===== config.mk =====
export PLATFORM = sky130hd
export DESIGN_NAME = dma_xreq_handshake
export DESIGN_NICKNAME = d
export VERILOG_FILES = /design/src/rtl/xreq_pkg.sv /design/src/rtl/xreq_sync.sv /design/src/rtl/xreq_edge.sv /design/src/rtl/xreq_width_timer.sv /design/src/rtl/dma_xreq_handshake.sv
export SDC_FILE = /design/constraint.sdc
export NUM_CORES = 1
export LEC_CHECK = 0
export ABC_AREA = 1
export BUFFER_PORTS_ARGS = -buffer_cell sky130_fd_sc_hd__buf_2
export CORE_MARGIN = 8
export CORE_UTILIZATION = 50
export DETAILED_ROUTE_END_ITERATION = 7
export GPL_TIMING_DRIVEN = 1
export PLACE_DENSITY = 0.74
export REMOVE_ABC_BUFFERS = 1
export SYNTH_ARGS = -nofsm -noshare
export SYNTH_HDL_FRONTEND = slang
export SYNTH_SLANG_ARGS = --single-unit
export TNS_END_PERCENT = 10

===== constraint.sdc =====
create_clock -name clk -period 3.1 [get_ports clk]
set_clock_uncertainty 0.1 [all_clocks]
set_input_delay 0.155 -clock clk [delete_from_list [all_inputs] [get_ports clk]]
set_output_delay 0.155 -clock clk [all_outputs]
set_load 0.03 [all_outputs]

===== src/rtl/xreq_pkg.sv =====
package xreq_pkg;

    typedef enum logic [2:0] {
        ST_IDLE,
        ST_WAIT_ACK,
        ST_ACTIVE,
        ST_PAUSED,
        ST_DONE
    } hs_state_e;

    typedef struct packed {
        hs_state_e st;
        logic      ack;
        logic      done;
        logic      start;
        logic      err;
        logic      fin_pend;
        logic      pse_pend;
    } hs_regs_t;

endpackage


===== src/rtl/xreq_sync.sv =====
module xreq_sync #(
    parameter int STAGES = 2
) (
    input  logic clk,
    input  logic rst_n,
    input  logic async_i,
    output logic sync_o
);
    logic [STAGES-1:0] chain_q;

    generate
        for (genvar i = 0; i < STAGES; i++) begin : g_stage
            if (i == 0) begin : g_first
                always_ff @(posedge clk or negedge rst_n) begin
                    if (!rst_n) chain_q[i] <= 1'b0;
                    else        chain_q[i] <= async_i;
                end
            end else begin : g_next
                always_ff @(posedge clk or negedge rst_n) begin
                    if (!rst_n) chain_q[i] <= 1'b0;
                    else        chain_q[i] <= chain_q[i-1];
                end
            end
        end
    endgenerate

    assign sync_o = chain_q[STAGES-1];
endmodule


===== src/rtl/xreq_edge.sv =====
module xreq_edge (
    input  logic clk,
    input  logic rst_n,
    input  logic lvl_i,
    output logic rise_o,
    output logic fall_o
);
    logic prev_q;

    always_ff @(posedge clk or negedge rst_n) begin
        if (!rst_n) prev_q <= 1'b0;
        else        prev_q <= lvl_i;
    end

    assign rise_o = lvl_i & ~prev_q;
    assign fall_o = ~lvl_i & prev_q;
endmodule


===== src/rtl/xreq_width_timer.sv =====
module xreq_width_timer #(
    parameter int MIN_W = 4
) (
    input  logic clk,
    input  logic rst_n,
    input  logic toggle_i,
    output logic ready_o
);
    localparam int CW = $clog2(MIN_W + 1);
    localparam logic [CW-1:0] LIMIT = CW'(MIN_W);

    logic [CW-1:0] cnt_d, cnt_q;

    always_comb begin
        cnt_d = cnt_q;
        if (toggle_i)          cnt_d = CW'(1);
        else if (cnt_q < LIMIT) cnt_d = cnt_q + CW'(1);
    end

    always_ff @(posedge clk or negedge rst_n) begin
        if (!rst_n) cnt_q <= LIMIT;
        else        cnt_q <= cnt_d;
    end

    assign ready_o = (cnt_q >= LIMIT);
endmodule


===== src/rtl/dma_xreq_handshake.sv =====
module dma_xreq_handshake
    import xreq_pkg::*;
#(
    parameter int MIN_W       = 4,
    parameter int SYNC_STAGES = 2
) (
    input  logic clk,
    input  logic rst_n,
    input  logic ext_req_i,
    input  logic pause_en_i,
    input  logic xfer_done_i,
    input  logic seg_done_i,
    input  logic err_clr_i,
    output logic start_o,
    output logic ack_o,
    output logic done_o,
    output logic busy_o,
    output logic err_o
);
    hs_regs_t r_d, r_q;
    logic     req_s, req_rise, req_fall, width_ok, err_set, fin_now, pse_now;

    xreq_sync #(.STAGES(SYNC_STAGES)) u_sync (
        .clk    (clk),
        .rst_n  (rst_n),
        .async_i(ext_req_i),
        .sync_o (req_s)
    );

    xreq_edge u_edge (
        .clk   (clk),
        .rst_n (rst_n),
        .lvl_i (req_s),
        .rise_o(req_rise),
        .fall_o(req_fall)
    );

    xreq_width_timer #(.MIN_W(MIN_W)) u_timer (
        .clk     (clk),
        .rst_n   (rst_n),
        .toggle_i(r_d.ack != r_q.ack),
        .ready_o (width_ok)
    );

    always_comb begin
        r_d       = r_q;
        r_d.start = 1'b0;
        err_set   = 1'b0;
        fin_now   = r_q.fin_pend | xfer_done_i;
        pse_now   = r_q.pse_pend | (pause_en_i & seg_done_i);

        case (r_q.st)
            ST_IDLE, ST_DONE, ST_PAUSED: begin
                if (req_rise) begin
                    r_d.st    = ST_WAIT_ACK;
                    r_d.start = 1'b1;
                    r_d.done  = 1'b0;
                end else if (r_q.st == ST_DONE) begin
                    r_d.done = 1'b1;
                end
            end
            ST_WAIT_ACK: begin
                if (req_fall) err_set = 1'b1;
                if (width_ok) begin
                    r_d.ack = 1'b1;
                    r_d.st  = ST_ACTIVE;
                end
            end
            ST_ACTIVE: begin
                if (req_rise) err_set = 1'b1;
                r_d.fin_pend = fin_now;
                r_d.pse_pend = pse_now;
                if ((fin_now || pse_now) && width_ok) begin
                    r_d.ack      = 1'b0;
                    r_d.st       = fin_now ? ST_DONE : ST_PAUSED;
                    r_d.fin_pend = 1'b0;
                    r_d.pse_pend = 1'b0;
                end
            end
            default: r_d.st = ST_IDLE;
        endcase

        r_d.err = err_set | (r_q.err & ~err_clr_i);
    end

    always_ff @(posedge clk or negedge rst_n) begin
        if (!rst_n) begin
            r_q <= '{st: ST_IDLE, default: 1'b0};
        end else begin
            r_q <= r_d;
        end
    end

    assign start_o = r_q.start;
    assign ack_o   = r_q.ack;
    assign done_o  = r_q.done;
    assign err_o   = r_q.err;
    assign busy_o  = (r_q.st == ST_WAIT_ACK) || (r_q.st == ST_ACTIVE) ||
                     (r_q.st == ST_PAUSED);
endmodule


Word-level counts from Yosys, hierarchy flattened
Cells that the tools add are included.
{ "classes": {"add_sub_neg": 1, "magnitude_cmp": 2, "eq_ne": 8, "mux": 15, "bitwise_logic": 10, "reduce_logical": 10} }
{ "ops": {"columns": ["cell", "count"], "rows": [
  ["2-to-1 mux 3 bit", 4],
  ["one-hot mux 3 bit (3 select lines)", 1],
  ["2-to-1 mux 4 bit", 2],
  ["equality test 3 x 2 -> 1 bit, second input constant", 2],
  ["inequality test 2 bit, second input constant", 3],
  ["2-to-1 mux 1 bit", 5],
  ["AND 1 bit", 4],
  ["one-hot mux 1 bit (2 select lines)", 2],
  ["nonzero test 2 bit", 2],
  ["adder 3 x 1 -> 3 bit, second input constant", 1],
  ["equality test 3 x 1 -> 1 bit, second input constant", 1],
  ["equality test 3 bit, second input constant", 1],
  [">= comparator 3 bit, second input constant", 1],
  ["logical NOT 3 bit", 1],
  ["logical OR 1 bit", 3],
  ["< comparator 3 bit, second input constant", 1],
  ["inverter 1 bit", 3],
  ["OR 1 bit", 3],
  ["AND reduction 3 bit", 1],
  ["OR reduction 3 bit", 1],
  ["2-to-1 mux 2 bit", 1],
  ["AND reduction 2 bit", 1],
  ["logical AND 1 bit", 1],
  ["inequality test 1 bit", 1]
]} }
{ "totals": {"ff_bits": 15, "output_inout_bits": 5} }

Depth between registers and ports, before layout
{ "depth": {"depth_word": 8, "depth_mapped": 7} }

By module
Synthesis repeated with hierarchy kept, for this count alone.
{ "hier_totals": {"hier_cells": 88, "hier_area_um2": 735.7} }
{ "by_module_without_submodules": {"columns": ["module", "instances", "cells_each", "area_per_inst_um2", "seq_area_each_um2"], "rows": [
  ["dma_xreq_handshake", 1, 63, 491.7, 225.2],
  ["xreq_width_timer", 1, 18, 153.9, 76.3],
  ["xreq_sync", 1, 2, 50.0, 50.0],
  ["xreq_edge", 1, 5, 40.0, 25.0]
]} }

Worst setup path after synthesis
OpenSTA, ideal clock, no wires.
{ "synth_path": {"path_type": "flip-flop to output port", "startpoint": "register r_q[7] (netlist bit)", "endpoint": "output port busy_o", "arrival_ns": 1.161, "required_time_ns": 2.845, "setup_slack_ns": 1.684, "path_stages_with_launch": 3, "path_buffers": 0, "path_cell_list": "dfrtp_1 > inv_1 > o21ai_0"} }
{ "synth_between": {"elab_chain_cells": 3, "word_cells_on_any_way": 5, "classes_between": "eq/ne: 3; reduce/logical: 2"} }
{ "synth_rtl": {"columns": ["element", "line", "source"], "rows": [
  ["from (decl)", "dma_xreq_handshake.sv:20", "hs_regs_t r_d, r_q;"],
  ["from (signal assigned)", "dma_xreq_handshake.sv:90", "r_q <= r_d;"],
  ["equality test 3 x 1 -> 1 bit / equality test 3 x 2 -> 1 bit (equally long branches)", "dma_xreq_handshake.sv:98", "assign busy_o = (r_q.st == ST_WAIT_ACK) || (r_q.st == ST_ACTIVE) ||"],
  ["logical OR 1 bit", "dma_xreq_handshake.sv:98", null],
  ["logical OR 1 bit *", "dma_xreq_handshake.sv:98", null],
  ["to (decl)", "dma_xreq_handshake.sv:17", "output logic busy_o,"]
]} }
Mark *: on every way between the ends. The rest lies on a longest branch, timed or not.

Final worst setup path
Ends and elaborated chain as after synthesis.

==> flow_summary.yaml <==
sta:
  fin_crit_sh_pct: 46.84
  maxSlewViolCount: 0
  rsz0062_at_grt: "no"
  tightest_slew_ns: 0.3421
  final_period_minus_worst_setup_slack_ns: 1.452
  max_transition_margin_pct: 77.20
  totalNegativeSetupSlack_ns: 0
  fmax_mhz: 688.6
  final-hold-violation-count: 0
  postLayoutSetupSlackWorst_ns: 1.648
  finalSetupViolations: 0
synth:
  synth-seq-cells: 15
  synthesized_area_um2: 726.9
  netlist_instances: 83
  yosysSeqAreaShare_pct: 51.81
  yosysWarnings: 0
  ys_types: 22
  post_synth.cell_area_avg_um2: 8.758
grt:
  grt_first_pass_wirelength_um: 2242
  global_route.usage.total_pct: 10.32
  grt_antenna_before_repair: 0
  gr-total-overflow: 0
  grt_max_degree: 16
  groute.layer.met2.usage_pct: 15.46
  top_usage_layer: "met2"
  number_of_global_route_vias_before_repair: 554
  grt_util_met1_pct: 12.76
  globalRouteMet3Util_pct: 3.030
placed_design:
  dp_worst_setup_slack_ns: 1.775
  dp.final_hpwl_um: 995.5
  io_buffer_count: 11
  post_dp_cell_area_um2: 795.8
  placedCellCount: 108
  gpl.final_weighted_congestion: 0.7951
power:
  leakage_nw: 0.4619
  pwr_density_cell_mw_per_mm2: 970.2
  power.share.combinational_pct: 45.9
  internal_power_w: 0.0004555
  clockPowerShare_pct: 13.6
  switching_share_pct: 44.98
  power.ir.vdd_worst_mv: 0.4303
  sequentialPowerShare_pct: 40.4
  p_sw_w: 0.0003724
cts:
  clock_tree.htree_level_count: 1
  cts_tree: "built"
  clk_latency_ns: 0.29
  postCtsResizedCells: 0
  post-cts-setup-buffer-count: 0
  cts_root_buffer: "sky130_fd_sc_hd__clkbuf_4"
  cts.path.max_buffers: 2
  numCtsBuffers: 3
  cts.sinks: 15
  clk_pin_slew_worst_paths_ns: 0.09
hold_path:
  worst_hold_startpoint: "xfer_done_i"
  worstHoldEndpoint: "r_q[8]$_DFFE_PN0P_"
  min_path_cells: 3
  worst_hold_path_type: "in2reg"
floorplanning:
  rows: 13
  chipHeight_um: 54.13
  floorplan.initialDensity_pct: 54.50
  fp.dieArea_mm2: 0.002930
  design.core.area_mm2: 0.001334
  die_width_um: 54.13
  floorplan.io_pins: 12
detailed_routing:
  drt_first_iter_violations: 7
  detail_route.drc_violations: 0
  num_vias: 570
  ant_nets: 0
  drt-wirelength-per-cell_um: 11.65
  drt_first_pass_iters: 4
  avgViaCountPerCell: 4.957
  finalWirelength_um: 1340
worst_setup_path:
  crit_path_max_incr_delay_ns: 0.44
  critical_path_peak_fanout: 5
  timing.rr.start: "r_q[7]$_DFFE_PN0P_"
  cp_data_arrival_time_ns: 1.20
  critPathBufInv: 2
  ff2ff_setup_slack_ns: 1.76
  worst-endpoint-required_ns: 2.84
  timing.reg2reg.worst_path_depth: 7
  crit_type: "reg2out"
  cpLargestDelayFamily: "flip-flops"
  timing.critical_path.from_type: "flop"
  worst_path_max_delay_cell: "sky130_fd_sc_hd__dfrtp_1"
  cp-end-kind: "output port"
  cp_cell_sequence: "inv_1 -> o21ai_0 -> buf_2"
  critical_path.reg2reg.endpoint: "done_o$_DFFE_PN0P_"
cells_and_area:
  area_growth_pct: 17.38
  fillers: 113
  final_cell_area_um2: 853.3
  finish.cell_count_without_fillers: 115
  final_net_count: 110
  count_of_inserted_antenna_diode_cells: 0
  drive_gt1_share_pct: 23.00
run_status:
  outcome: "finished clean"
run:
  maxCapViolCount: 0
[sequential cells by signal, summed over array words and instances, names as in the netlist]
| name | flops |
|---|---|
| err_o | 1 |
| u_edge.prev_q | 1 |
| start_o | 1 |
| u_sync.sync_o | 1 |
| r_q | 5 |
| u_timer.cnt_q | 3 |
| ack_o | 1 |
| u_sync.chain_q | 1 |
| done_o | 1 |
[layout by cell type, fill, tap and decap left out, types with 3 or more instances in the layout]
cell,n
sky130_fd_sc_hd__nand2_1,13
sky130_fd_sc_hd__buf_2,11
sky130_fd_sc_hd__clkbuf_4,3
sky130_fd_sc_hd__o21ai_0,6
sky130_fd_sc_hd__nand3_1,9
sky130_fd_sc_hd__inv_1,11
sky130_fd_sc_hd__dfrtp_1,14
sky130_fd_sc_hd__nor2_1,10
sky130_fd_sc_hd__dlygate4sd3_1,3
[through the flow]
step	hold slack (ns)	power (W)	util [%]
4_1_cts	0.1340	0.0008302	63.98
5_1_grt	0.1635	0.0008984	63.98
2_1_floorplan	-0.2406	0.0006226	-
6_report	0.1357	0.0008279	63.98
3_5_place_dp	-0.02254	0.0007140	59.66
3_3_place_gp	-0.02573	0.0007107	59.66
[cell type report]
type                       instances  area (um^2)  area share [%]
clock inverter                     1        5.005          0.5865
clock buffer                       3        22.52           2.639
tap                               15        18.77           2.199
multi-input combinational         54        296.5           34.75
timing repair buffer              14        85.08           9.971
sequential                        15        376.6           44.13
inverter                          13        48.80           5.718
[kinds of logic after synthesis]
kind of cell,share of synthesized area (%)
and+or+nand+nor,25.30
DFF,51.81
buffers and inverters,7.401
AOI/OAI and AO/OA,9.467
adders and majority gates,3.442
xor gates and xnor gates,1.205
muxes,1.377
[worst max path at each step]
stage | startpoint | to | cells after the start
after detailed placement | r_q[7]$_DFFE_PN0P_ | done_o$_DFFE_PN0P_ | 7
after CTS | r_q[7]$_DFFE_PN0P_ | busy_o | 3
after floorplan | r_q[7]$_DFFE_PN0P_ | busy_o | 2
after global placement | r_q[7]$_DFFE_PN0P_ | done_o$_DFFE_PN0P_ | 7
final | r_q[7]$_DFFE_PN0P_ | busy_o | 3
after global routing | r_q[7]$_DFFE_PN0P_ | busy_o | 3
[worst register-to-register path: stages (launching register included)]
cell,delay [ns]
sky130_fd_sc_hd__dfrtp_1,0.44
sky130_fd_sc_hd__inv_1,0.12
sky130_fd_sc_hd__nand2_1,0.06
sky130_fd_sc_hd__nand2_1,0.08
sky130_fd_sc_hd__inv_1,0.05
sky130_fd_sc_hd__or2_4,0.23
sky130_fd_sc_hd__a21boi_2,0.11
sky130_fd_sc_hd__inv_1,0.04
[metal layers]
metal | up-vias | wire (um)
met3 | 2 | 106
met4 | 0 | 12
met2 | 15 | 598
met5 | - | 0
li1 | 302 | -
met1 | 251 | 623
[timing repair]
item                                    CTS  global route
endpoints found under the setup margin    0             0
hold endpoints to repair                 17             0
hold buffers                              3             0
[synthesized netlist by cell type]
cell,count,area [um^2]
sky130_fd_sc_hd__dfrtp_1,14,350.3
sky130_fd_sc_hd__nand2_1,13,48.80
sky130_fd_sc_hd__inv_1,11,41.29
sky130_fd_sc_hd__nor2_1,10,37.54
sky130_fd_sc_hd__nand3_1,9,45.04
sky130_fd_sc_hd__o21ai_0,6,30.03
sky130_fd_sc_hd__a21oi_1,2,10.01
sky130_fd_sc_hd__ha_1,2,25.02
sky130_fd_sc_hd__inv_2,2,7.510
sky130_fd_sc_hd__nand3b_1,2,15.01
sky130_fd_sc_hd__a21boi_2,1,11.26
sky130_fd_sc_hd__a21oi_2,1,8.760
sky130_fd_sc_hd__buf_2,1,5.000
sky130_fd_sc_hd__dfstp_2,1,26.28
sky130_fd_sc_hd__mux2i_1,1,10.01
sky130_fd_sc_hd__nand2_2,1,6.260
sky130_fd_sc_hd__nand3_2,1,10.01
sky130_fd_sc_hd__nand4_1,1,6.260
sky130_fd_sc_hd__o221ai_1,1,8.760
sky130_fd_sc_hd__or2_1,1,6.260
sky130_fd_sc_hd__or2_4,1,8.760
sky130_fd_sc_hd__xor2_1,1,8.760
[power groups by stage]
stage	clock [W]	combinational [W]	sequential, W
finish	0.000113	0.000380	0.000335
floorplan	0	0.000264	0.000358
CTS	0.000113	0.000383	0.000334
detailed placement	0	0.000376	0.000338
global route	0.000120	0.000433	0.000346
global placement	0	0.000374	0.000336
(Power assumes the default switching activity.)
